==> src/rtl/sio_rx_pkg.sv <==
package sio_rx_pkg;
  localparam int ENTRY_W = 12;
  localparam int OVR_POS = 11;
  localparam int BRK_POS = 10;
  localparam int PER_POS = 9;
  localparam int FER_POS = 8;

  typedef enum logic [2:0] {
    RX_IDLE, RX_START, RX_DATA, RX_PAR, RX_STOP1, RX_STOP2, RX_BRK
  } rx_state_e;
endpackage

==> src/rtl/sio_rx_sync.sv <==
module sio_rx_sync #(
  parameter int STAGES = 2
) (
  input  logic clk,
  input  logic rst_n,
  input  logic d,
  output logic q
);
  logic [STAGES-1:0] pipe_q;

  always_ff @(posedge clk or negedge rst_n) begin
    if (!rst_n) pipe_q <= '1;
    else        pipe_q <= {pipe_q[STAGES-2:0], d};
  end

  assign q = pipe_q[STAGES-1];
endmodule

==> src/rtl/sio_rx_frame.sv <==
module sio_rx_frame
  import sio_rx_pkg::*;
(
  input  logic       clk,
  input  logic       rst_n,
  input  logic       tick,
  input  logic       rx_s,
  input  logic [1:0] cfg_wlen,
  input  logic       cfg_par_en,
  input  logic       cfg_par_even,
  input  logic       cfg_par_stick,
  input  logic       cfg_two_stop,
  output logic       chr_valid,
  output logic [7:0] chr_data,
  output logic       chr_pe,
  output logic       chr_fe,
  output logic       chr_brk
);
  rx_state_e  state_q, state_d;
  logic [3:0] tcnt_q, tcnt_d;
  logic [2:0] bcnt_q, bcnt_d;
  logic [7:0] sh_q, sh_d;
  logic       par_q, par_d;
  logic       low_q, low_d;
  logic       fe_q, fe_d;
  logic       mid;
  logic [2:0] last_bit;
  logic       exp_par;

  assign mid      = tick && (tcnt_q == 4'd15);
  assign last_bit = 3'd4 + {1'b0, cfg_wlen};

  // right-align the character; bits above the word length shift in as zero
  assign chr_data = sh_q >> (2'd3 - cfg_wlen);

  always_comb begin
    if (cfg_par_stick)     exp_par = ~cfg_par_even;
    else if (cfg_par_even) exp_par = ^chr_data;
    else                   exp_par = ~(^chr_data);
  end

  assign chr_pe = cfg_par_en && !chr_brk && (par_q != exp_par);

  always_comb begin
    state_d   = state_q;
    tcnt_d    = tcnt_q;
    bcnt_d    = bcnt_q;
    sh_d      = sh_q;
    par_d     = par_q;
    low_d     = low_q;
    fe_d      = fe_q;
    chr_valid = 1'b0;
    chr_fe    = 1'b0;
    chr_brk   = 1'b0;
    unique case (state_q)
      RX_IDLE: if (tick && !rx_s) begin
        state_d = RX_START;
        tcnt_d  = 4'd0;
      end
      RX_START: if (tick) begin
        if (tcnt_q == 4'd7) begin
          if (rx_s) state_d = RX_IDLE;
          else begin
            state_d = RX_DATA;
            tcnt_d  = 4'd0;
            bcnt_d  = 3'd0;
            low_d   = 1'b1;
            fe_d    = 1'b0;
          end
        end else tcnt_d = tcnt_q + 4'd1;
      end
      RX_DATA: if (tick) begin
        tcnt_d = tcnt_q + 4'd1;
        if (mid) begin
          sh_d  = {rx_s, sh_q[7:1]};
          low_d = low_q & ~rx_s;
          if (bcnt_q == last_bit) state_d = cfg_par_en ? RX_PAR : RX_STOP1;
          else                    bcnt_d  = bcnt_q + 3'd1;
        end
      end
      RX_PAR: if (tick) begin
        tcnt_d = tcnt_q + 4'd1;
        if (mid) begin
          par_d   = rx_s;
          low_d   = low_q & ~rx_s;
          state_d = RX_STOP1;
        end
      end
      RX_STOP1: if (tick) begin
        tcnt_d = tcnt_q + 4'd1;
        if (mid) begin
          if (low_q && !rx_s) begin
            chr_valid = 1'b1;
            chr_brk   = 1'b1;
            state_d   = RX_BRK;
          end else if (!cfg_two_stop) begin
            chr_valid = 1'b1;
            chr_fe    = ~rx_s;
            state_d   = RX_IDLE;
          end else begin
            fe_d    = ~rx_s;
            state_d = RX_STOP2;
          end
        end
      end
      RX_STOP2: if (tick) begin
        tcnt_d = tcnt_q + 4'd1;
        if (mid) begin
          chr_valid = 1'b1;
          chr_fe    = fe_q | ~rx_s;
          state_d   = RX_IDLE;
        end
      end
      RX_BRK: if (tick && rx_s) state_d = RX_IDLE;
      default: state_d = RX_IDLE;
    endcase
  end

  always_ff @(posedge clk or negedge rst_n) begin
    if (!rst_n) begin
      state_q <= RX_IDLE;
      tcnt_q  <= '0;
      bcnt_q  <= '0;
      sh_q    <= '0;
      par_q   <= 1'b0;
      low_q   <= 1'b0;
      fe_q    <= 1'b0;
    end else begin
      state_q <= state_d;
      tcnt_q  <= tcnt_d;
      bcnt_q  <= bcnt_d;
      sh_q    <= sh_d;
      par_q   <= par_d;
      low_q   <= low_d;
      fe_q    <= fe_d;
    end
  end
endmodule

==> src/rtl/sio_rx_fifo.sv <==
module sio_rx_fifo #(
  parameter int DEPTH = 16,
  parameter int W     = 12,
  localparam int AW   = $clog2(DEPTH),
  localparam int CW   = $clog2(DEPTH + 1)
) (
  input  logic          clk,
  input  logic          rst_n,
  input  logic          deep_en,
  input  logic [2:0]    lvl,
  input  logic          push,
  input  logic [W-1:0]  wdata,
  input  logic          pop_req,
  output logic [W-1:0]  rdata,
  output logic          empty,
  output logic          full,
  output logic          irq,
  output logic [CW-1:0] level
);
  logic [W-1:0]  mem [DEPTH];
  logic [AW-1:0] wptr_q, rptr_q;
  logic [CW-1:0] cnt_q;
  logic [CW-1:0] thr;
  logic          pop;

  assign empty = (cnt_q == '0);
  assign full  = (cnt_q == (deep_en ? CW'(DEPTH) : CW'(1)));
  assign pop   = pop_req && !empty;
  assign rdata = mem[rptr_q];
  assign level = cnt_q;

  always_comb begin
    unique case (lvl)
      3'd0:    thr = CW'(DEPTH / 8);
      3'd1:    thr = CW'(DEPTH / 4);
      3'd2:    thr = CW'(DEPTH / 2);
      3'd3:    thr = CW'(DEPTH * 3 / 4);
      default: thr = CW'(DEPTH * 7 / 8);
    endcase
  end

  assign irq = deep_en ? (cnt_q >= thr) : !empty;

  always_ff @(posedge clk) begin
    if (push) mem[wptr_q] <= wdata;
  end

  always_ff @(posedge clk or negedge rst_n) begin
    if (!rst_n) begin
      wptr_q <= '0;
      rptr_q <= '0;
      cnt_q  <= '0;
    end else begin
      if (push) wptr_q <= wptr_q + AW'(1);
      if (pop)  rptr_q <= rptr_q + AW'(1);
      if (push && !pop)      cnt_q <= cnt_q + CW'(1);
      else if (pop && !push) cnt_q <= cnt_q - CW'(1);
    end
  end
endmodule

==> src/rtl/sio_rx_unit.sv <==
module sio_rx_unit
  import sio_rx_pkg::*;
#(
  parameter int DEPTH       = 16,
  parameter int SYNC_STAGES = 2,
  localparam int CW         = $clog2(DEPTH + 1)
) (
  input  logic               clk,
  input  logic               rst_n,
  input  logic               tick16,
  input  logic               rxd,
  input  logic [1:0]         cfg_wlen,
  input  logic               cfg_par_en,
  input  logic               cfg_par_even,
  input  logic               cfg_par_stick,
  input  logic               cfg_two_stop,
  input  logic               cfg_fifo_en,
  input  logic [2:0]         cfg_lvl,
  input  logic               rd_en,
  output logic [ENTRY_W-1:0] rd_data,
  output logic               rx_empty,
  output logic               rx_full,
  output logic               rx_irq
);
  logic [1:0]         rst_pipe_q;
  logic               rst_i_n;
  logic               rx_s;
  logic               chr_valid, chr_pe, chr_fe, chr_brk;
  logic [7:0]         chr_data;
  logic               ovr_q;
  logic               fifo_push;
  logic [ENTRY_W-1:0] fifo_wdata;
  logic [CW-1:0]      fifo_level;

  always_ff @(posedge clk or negedge rst_n) begin
    if (!rst_n) rst_pipe_q <= 2'b00;
    else        rst_pipe_q <= {rst_pipe_q[0], 1'b1};
  end
  assign rst_i_n = rst_pipe_q[1];

  sio_rx_sync #(.STAGES(SYNC_STAGES)) u_sync (
    .clk(clk), .rst_n(rst_i_n), .d(rxd), .q(rx_s)
  );

  sio_rx_frame u_frame (
    .clk(clk), .rst_n(rst_i_n), .tick(tick16), .rx_s(rx_s),
    .cfg_wlen(cfg_wlen), .cfg_par_en(cfg_par_en), .cfg_par_even(cfg_par_even),
    .cfg_par_stick(cfg_par_stick), .cfg_two_stop(cfg_two_stop),
    .chr_valid(chr_valid), .chr_data(chr_data), .chr_pe(chr_pe),
    .chr_fe(chr_fe), .chr_brk(chr_brk)
  );

  assign fifo_push  = chr_valid && !rx_full;
  assign fifo_wdata = {ovr_q, chr_brk, chr_pe, chr_fe, chr_data};

  // a dropped character marks the next one that gets stored
  always_ff @(posedge clk or negedge rst_i_n) begin
    if (!rst_i_n)                  ovr_q <= 1'b0;
    else if (chr_valid && rx_full) ovr_q <= 1'b1;
    else if (fifo_push)            ovr_q <= 1'b0;
  end

  sio_rx_fifo #(.DEPTH(DEPTH), .W(ENTRY_W)) u_fifo (
    .clk(clk), .rst_n(rst_i_n), .deep_en(cfg_fifo_en), .lvl(cfg_lvl),
    .push(fifo_push), .wdata(fifo_wdata), .pop_req(rd_en),
    .rdata(rd_data), .empty(rx_empty), .full(rx_full), .irq(rx_irq),
    .level(fifo_level)
  );
endmodule

==> config.mk <==
export PLATFORM = sky130hd
export DESIGN_NAME = sio_rx_unit
export DESIGN_NICKNAME = d
export VERILOG_FILES = /design/src/rtl/sio_rx_pkg.sv /design/src/rtl/sio_rx_sync.sv /design/src/rtl/sio_rx_frame.sv /design/src/rtl/sio_rx_fifo.sv /design/src/rtl/sio_rx_unit.sv
export SDC_FILE = /design/constraint.sdc
export NUM_CORES = 1
export LEC_CHECK = 0
export CORE_UTILIZATION = 50
export DETAILED_ROUTE_END_ITERATION = 12
export PLACE_DENSITY = 0.67
export SETUP_SLACK_MARGIN = 0.2
export SLEW_MARGIN = 5
export SYNTH_ARGS = -nofsm -noshare
export SYNTH_HDL_FRONTEND = slang
export SYNTH_SLANG_ARGS = --single-unit
export TNS_END_PERCENT = 10
==> constraint.sdc <==
create_clock -name clk -period 2.41 [get_ports clk]
set_clock_uncertainty 0.2 [all_clocks]
set_input_delay 0.241 -clock clk [delete_from_list [all_inputs] [get_ports clk]]
set_output_delay 0.241 -clock clk [all_outputs]
set_load 0.02 [all_outputs]
# Word level (Yosys, flattened, before mapping)
# Memory sizes are Yosys's and may differ from the RTL's.
# Cells that the tools add are included.
dict set report totals {
  register_bits 39
  ramBits 192
  in_bits 15
  elab_cells 174
  memories 1
}
# name words word_bits read_ports rd_clocked_by_memory_dff write_ports line
set mem_list {}
lappend mem_list {u_fifo.mem 16 12 1 0 1 sio_rx_fifo.sv:20} ;# logic [W-1:0] mem [DEPTH];
dict set report op_classes {
  addsub 8
  magnitude_cmp 1
  n_eq_ne 35
  shift 1
  mux 74
  n_bitwise 5
  n_reduce_logical 36
}
# cell n
set op_table {}
lappend op_table {{$mux W3} 22}
lappend op_table {{$mux W1} 35}
lappend op_table {{$ne A2 B1 Y1 const B} 11}
lappend op_table {{$pmux W3 S7} 1}
lappend op_table {{$mux W4} 5}
lappend op_table {{$ne A2 B2 Y1 const B} 9}
lappend op_table {{$pmux W4 S4} 1}
lappend op_table {{$mux W5} 3}
lappend op_table {{$reduce_and A13 Y1} 1}
lappend op_table {{$add A4 B1 Y4 const B} 3}
lappend op_table {{$eq A3 B2 Y1 const B} 4}
lappend op_table {{$pmux W4 S3} 1}
lappend op_table {{$logic_and A1 B1 Y1} 11}
lappend op_table {{$reduce_bool A2 Y1} 5}
lappend op_table {{$eq A3 B3 Y1 const B} 3}
lappend op_table {{$pmux W1 S2} 4}
lappend op_table {{$reduce_and A8 Y1} 1}
lappend op_table {{$reduce_xor A8 Y1} 1}
lappend op_table {{$shr A8 B2 Y8} 1}
lappend op_table {{$reduce_and A7 Y1} 1}
lappend op_table {{$eq A3 B1 Y1 const B} 2}
lappend op_table {{$logic_not A1 Y1} 6}
lappend op_table {{$logic_not A3 Y1} 2}
lappend op_table {{$pmux W3 S2} 1}
lappend op_table {{23 further kinds} 26}

# Longest topological paths before layout
dict set report depth {
  word_depth 11
  ltp_mapped 14
  mapped_depth_nobuf 13
}

# Hierarchy
# From an unflattened synthesis, not the netlist that was laid out.
dict set report unflattened {
  hier_cells 642
  hier_area_um2 10158.5
}
# mod n_inst cells_per_inst area_each_um2 seq_area_each_um2
set by_module_without_submodules {}
lappend by_module_without_submodules {sio_rx_fifo 1 449 8420.6 6090.8}
lappend by_module_without_submodules {sio_rx_frame 1 185 1585.3 525.5}
lappend by_module_without_submodules {sio_rx_unit 1 6 100.1 75.1}
lappend by_module_without_submodules {sio_rx_sync 1 2 52.6 52.6}

# Worst setup path before layout
# Ideal clock, no wire load.
dict set report synth_path {
  path_kind {flip-flop to flip-flop}
  startpoint {register u_frame.tcnt_q[0]}
  endpoint {register u_fifo.cnt_q[4] (netlist: u_fifo.level[4])}
  setup_time_ns 0.125
  t_arrival_ns 2.849
  slack_ns -0.765
  path_stages_with_launch 15
  n_path_buf 1
  path_cell_list {dfrtp_1 -> ha_1 -> nand4_1 -> nor3_1 -> o21a_1 -> nor2b_1 -> clkbuf_1 -> ha_1 -> inv_1 -> ha_1 -> a21o_1 -> a21oi_1 -> xnor2_1 -> nor2_1 -> xor2_1}
}
dict set report synth_between {
  elab_chain_len 9
}
# item line
set synth_lines {}
lappend synth_lines {{start, declared} sio_rx_frame.sv:20} ;# logic [3:0] tcnt_q, tcnt_d;
lappend synth_lines {{start signal, assigned} sio_rx_frame.sv:130} ;# tcnt_q <= tcnt_d;
lappend synth_lines {{$eq A4 B4 Y1 *} sio_rx_frame.sv:30} ;# assign mid = tick && (tcnt_q == 4'd15);
lappend synth_lines {{$logic_and A1 B1 Y1 *} sio_rx_frame.sv:30}
lappend synth_lines {{$mux W1, on equally long branches} {sio_rx_frame.sv:108, sio_rx_frame.sv:91}}
lappend synth_lines {{$mux W1, on equally long branches} {sio_rx_frame.sv:106, sio_rx_frame.sv:89}}
lappend synth_lines {{$pmux W1 S2 *} sio_rx_frame.sv:55} ;# unique case (state_q)
lappend synth_lines {{$logic_and A1 B1 Y1 *} sio_rx_unit.sv:53} ;# assign fifo_push = chr_valid && !rx_full;
lappend synth_lines {{net fifo_push} sio_rx_unit.sv:31} ;# logic fifo_push;
lappend synth_lines {{$logic_not A1 Y1} sio_rx_fifo.sv:57} ;# else if (pop && !push) cnt_q <= cnt_q - CW'(1);
lappend synth_lines {{$logic_and A1 B1 Y1} sio_rx_fifo.sv:57}
lappend synth_lines {{$reduce_bool A2 Y1 (no source line)} --}
lappend synth_lines {{end signal, assigned} sio_rx_fifo.sv:56} ;# if (push && !pop) cnt_q <= cnt_q + CW'(1);
lappend synth_lines {{end signal, assigned} sio_rx_fifo.sv:57}
lappend synth_lines {{end, declared} sio_rx_fifo.sv:22} ;# logic [CW-1:0] cnt_q;
# The timed path passes the listed nets; every way through them passes the cells marked *.
# A chain may end at the register's enable or synchronous reset.

# Final worst setup path
dict set report layout_path {
  startpoint {register u_fifo.rptr_q[0]}
  endpoint {output port rd_data[10]}
}
dict set report layout_between {
  elab_chain_len 1
}
# item line
set layout_lines {}
lappend layout_lines {{start, declared} sio_rx_fifo.sv:21} ;# logic [AW-1:0] wptr_q, rptr_q;
lappend layout_lines {{start signal, assigned} sio_rx_fifo.sv:55} ;# if (pop) rptr_q <= rptr_q + AW'(1);
lappend layout_lines {{$mem_v2 Z16 W12} --}
lappend layout_lines {{end, declared} sio_rx_unit.sv:20} ;# output logic [ENTRY_W-1:0] rd_data,
# No other way between the ends.

==> out/results.txt <==
ys async rst share: 16.9%
Post-Syn Instances: 548
largest net degree at the start of global routing: 29
fin worst setup slack: -0.525 ns
Lkg Pwr: 4.62 nW
Placed Instance Area: 11300 um2
endpoints failing setup: 186
I/O Buffers: 29
Synthesis Warnings: 0
Crit. End Element: output pin
nets@finish: 731
via count: 5479
Syn Nets: 578
starting density of the core: 51.6%
top cell type's share of synthesized area: 59.1%
ranking of synthesized cells by area: edfxtp_1 59%, mux4_2 14%, dfrtp_1 9.5%
WL/cell: 21.4 um
#FFs+latches synth: 231
fin cells: 978
R2R Path Start: u_frame.sh_q[5]
Req. time, crit path: 1.97 ns
area grow syn2layout: 28.4%
Final Hold Fails: 0
total gr overflow: 0
max incr delay on CP: 0.52 ns
total track usage: 22.2%
Vias/cell: 5.60
chip width: 142 um
CP max FO: 4
initial DRC count: 501
P per Cell Area: 996 nW/um2
Reg2Reg Setup Slack: -0.28 ns
maximum clock rate: 341 MHz
crit path max-delay cell type: dfrtp_4
number of remaining DRC errors: 0
reg2reg end: u_fifo.mem[2][9]
sequential standard cell area: 6750 um2
filler cell count: 1285
antenna-violating nets left: 0
dpl cells: 916
post-synthesis sequential area ratio: 69.2%
Final Max Slew Viols: 0
CP Launch Type: flop
number of synthesized flops with an enable pin: 192
CP Class: flop to output pin
Crit path top cell by count: buf_6
WL final: 20900 um
Inserted Diodes: 0
vias in the first global route: 5739
layout cell share with drive strength beyond 1: 40.9%
initial antenna violation count: 0
R2R depth: 8
DP HPWL: 13500 um
RSZ-0062 raised after global routing: yes
Skew-Pair Late Insertion Delay: 0.51 ns
final core occ: 66.3%
outcome: finished, violations left
CTS clk-pin slew, worst paths: 0.06 ns
number of placed I/O pins: 30
failing checks: negative setup slack
worst slew pin tran: 0.666 ns
H-tree Lvls: 1
dpl ws: -0.805 ns
CTS tree: yes
clk buf depth: 3
Arr. time, crit path: 2.49 ns
first-pass GRT wire length: 32600 um
top cell type by total area after synthesis: edfxtp_1
mapped cell area: 9750 um2
max cap viols: 0
DR pass1 iterations: 4
worst vdd ir: 0.000649 V
synthesized area per cell: 17.8 um2
Multi-input gate area: 3090 um2
minimum clock period: 2.93 ns
Netlist cell types: 45
Die H: 142 um
fin crit share: 122%
core area: 18900 um2
root buffer cell: clkbuf_16
WHS: 0.0724 ns
Most used DFF post-synth: edfxtp_1
die area: 20100 um2
Site Rows: 50
crit-path cells: buf_6, buf_6, buf_6, mux4_2, mux4_2, buf_6
Hold Path Class: flop to asynchronous set/reset pin
clock buffer count from CTS: 24
Clock Sinks: 231
fin area: 12500 um2
slew margin rel.: 55.4%
routability cong.: 0.834
[per-stage QoR]
step,power [mW],setup TNS [ns]
final,12.5,-18.35
after global routing,13.0,-45.82
after CTS,12.5,-20.38
after detailed placement,8.67,-111.68
after global placement,8.58,-98.97
after floorplan,7.15,-54.29
[area by class of cell]
type | instances | share of cell area, %
sequential | 231 | 53.9
timing repair buffer | 154 | 12.4
tap | 260 | 2.60
multi-input combinational | 273 | 24.6
clock inverter | 16 | 0.979
inverter | 17 | 0.550
clock buffer | 27 | 4.89
[cell usage in the layout (no fill, tap or decap), types with 5 or more instances in the layout]
cell type and instances:
edfxtp_1 192, buf_4 79, mux4_2 63, buf_6 35, dfrtp_1 35, nand2_1 27
clkbuf_16 24, nor2_1 22, o21ai_0 17, inv_1 15, buf_12 15, mux2_2 14
clkdlybuf4s50_1 14, a21oi_1 12, ha_1 10, xnor2_1 9, xor2_1 7, clkinv_2 7
nand3_1 5, and2_1 5, buf_2 5
[per-layer routing]
metal | share of wire [%] | vias to the layer above | global-route usage [%]
met5 | 0 | - | 0
met4 | 2.4 | 0 | 6.90
met3 | 5.1 | 38 | 3.44
met2 | 51 | 163 | 37.7
met1 | 42 | 2804 | 29.7
li1 | - | 2474 | -
[synthesized netlist by cell type (3+ instances only)]
cell type / n
a21boi_0: 3
a21oi_1: 15
a31oi_1: 4
and2_1: 7
and3_1: 5
clkbuf_1: 23
dfrtp_1: 37
edfxtp_1: 192
ha_1: 14
inv_1: 17
mux2_2: 14
mux4_2: 62
nand2_1: 28
nand2b_1: 3
nand3_1: 6
nand4_1: 3
nor2_1: 26
nor2b_1: 7
nor3_1: 9
o21ai_0: 20
o22ai_1: 3
or3_1: 4
xnor2_1: 11
xor2_1: 7
[cell families after synthesis]
logic type,Yosys count,synth area share [%]
simple gates,101,4.97
mux,80,16.7
compound gates,57,3.53
flops,231,69.2
xor+xnor,19,1.85
buf+inv,44,1.75
fa+ha+maj,15,2.00
other cells,1,0.0385
[sequential cells by signal (all words and copies together) (netlist names)]
signal           count
u_frame.tcnt_q       4
u_fifo.level         5
u_frame.sh_q         8
u_fifo.rptr_q        4
ovr_q                1
u_frame.low_q        1
u_frame.bcnt_q       3
u_fifo.wptr_q        4
rst_pipe_q           2
u_sync.pipe_q        2
u_frame.fe_q         1
u_frame.par_q        1
u_fifo.mem         192
u_frame.state_q      3
[how the worst max path moves through the flow]
stage	start	end	slack [ns]
4_1_cts	u_fifo.rptr_q[0]	rd_data[7]	-0.54
6_report	u_fifo.rptr_q[0]	rd_data[10]	-0.52
3_3_place_gp	cfg_wlen[0]	u_fifo.mem[10][9]	-0.76
5_1_grt	u_fifo.rptr_q[0]	rd_data[7]	-0.59
2_1_floorplan	u_frame.sh_q[5]	u_fifo.mem[0][9]	-0.44
3_5_place_dp	cfg_wlen[0]	u_fifo.mem[10][9]	-0.81
[power by group]
group | leakage [nW] | switching [mW] | internal [mW]
sequential | 2.34 | 0.198 | 4.54
clock | 0.353 | 1.48 | 1.94
combinational | 1.93 | 2.01 | 2.31
total | 4.62 | 3.68 | 8.78
[timing repair]
action / 4_1_cts / 5_1_grt
buffers inserted: 14 / 1
hold buffers: 2 / 0
endpoints found under the setup margin: 229 / 246
gates resized for setup: 133 / 20
cloned: 2 / 0
pin swaps: 14 / 6
hold endpoints to repair: 3 / 0
[critical path, delay by kind of cell (launching register included)]
kind / cells / cell delay, ns
muxes: 2 / 0.95
buffers and inverters: 4 / 0.51
DFF: 1 / 0.52
Note: power is estimated with default switching activity, not from simulation.
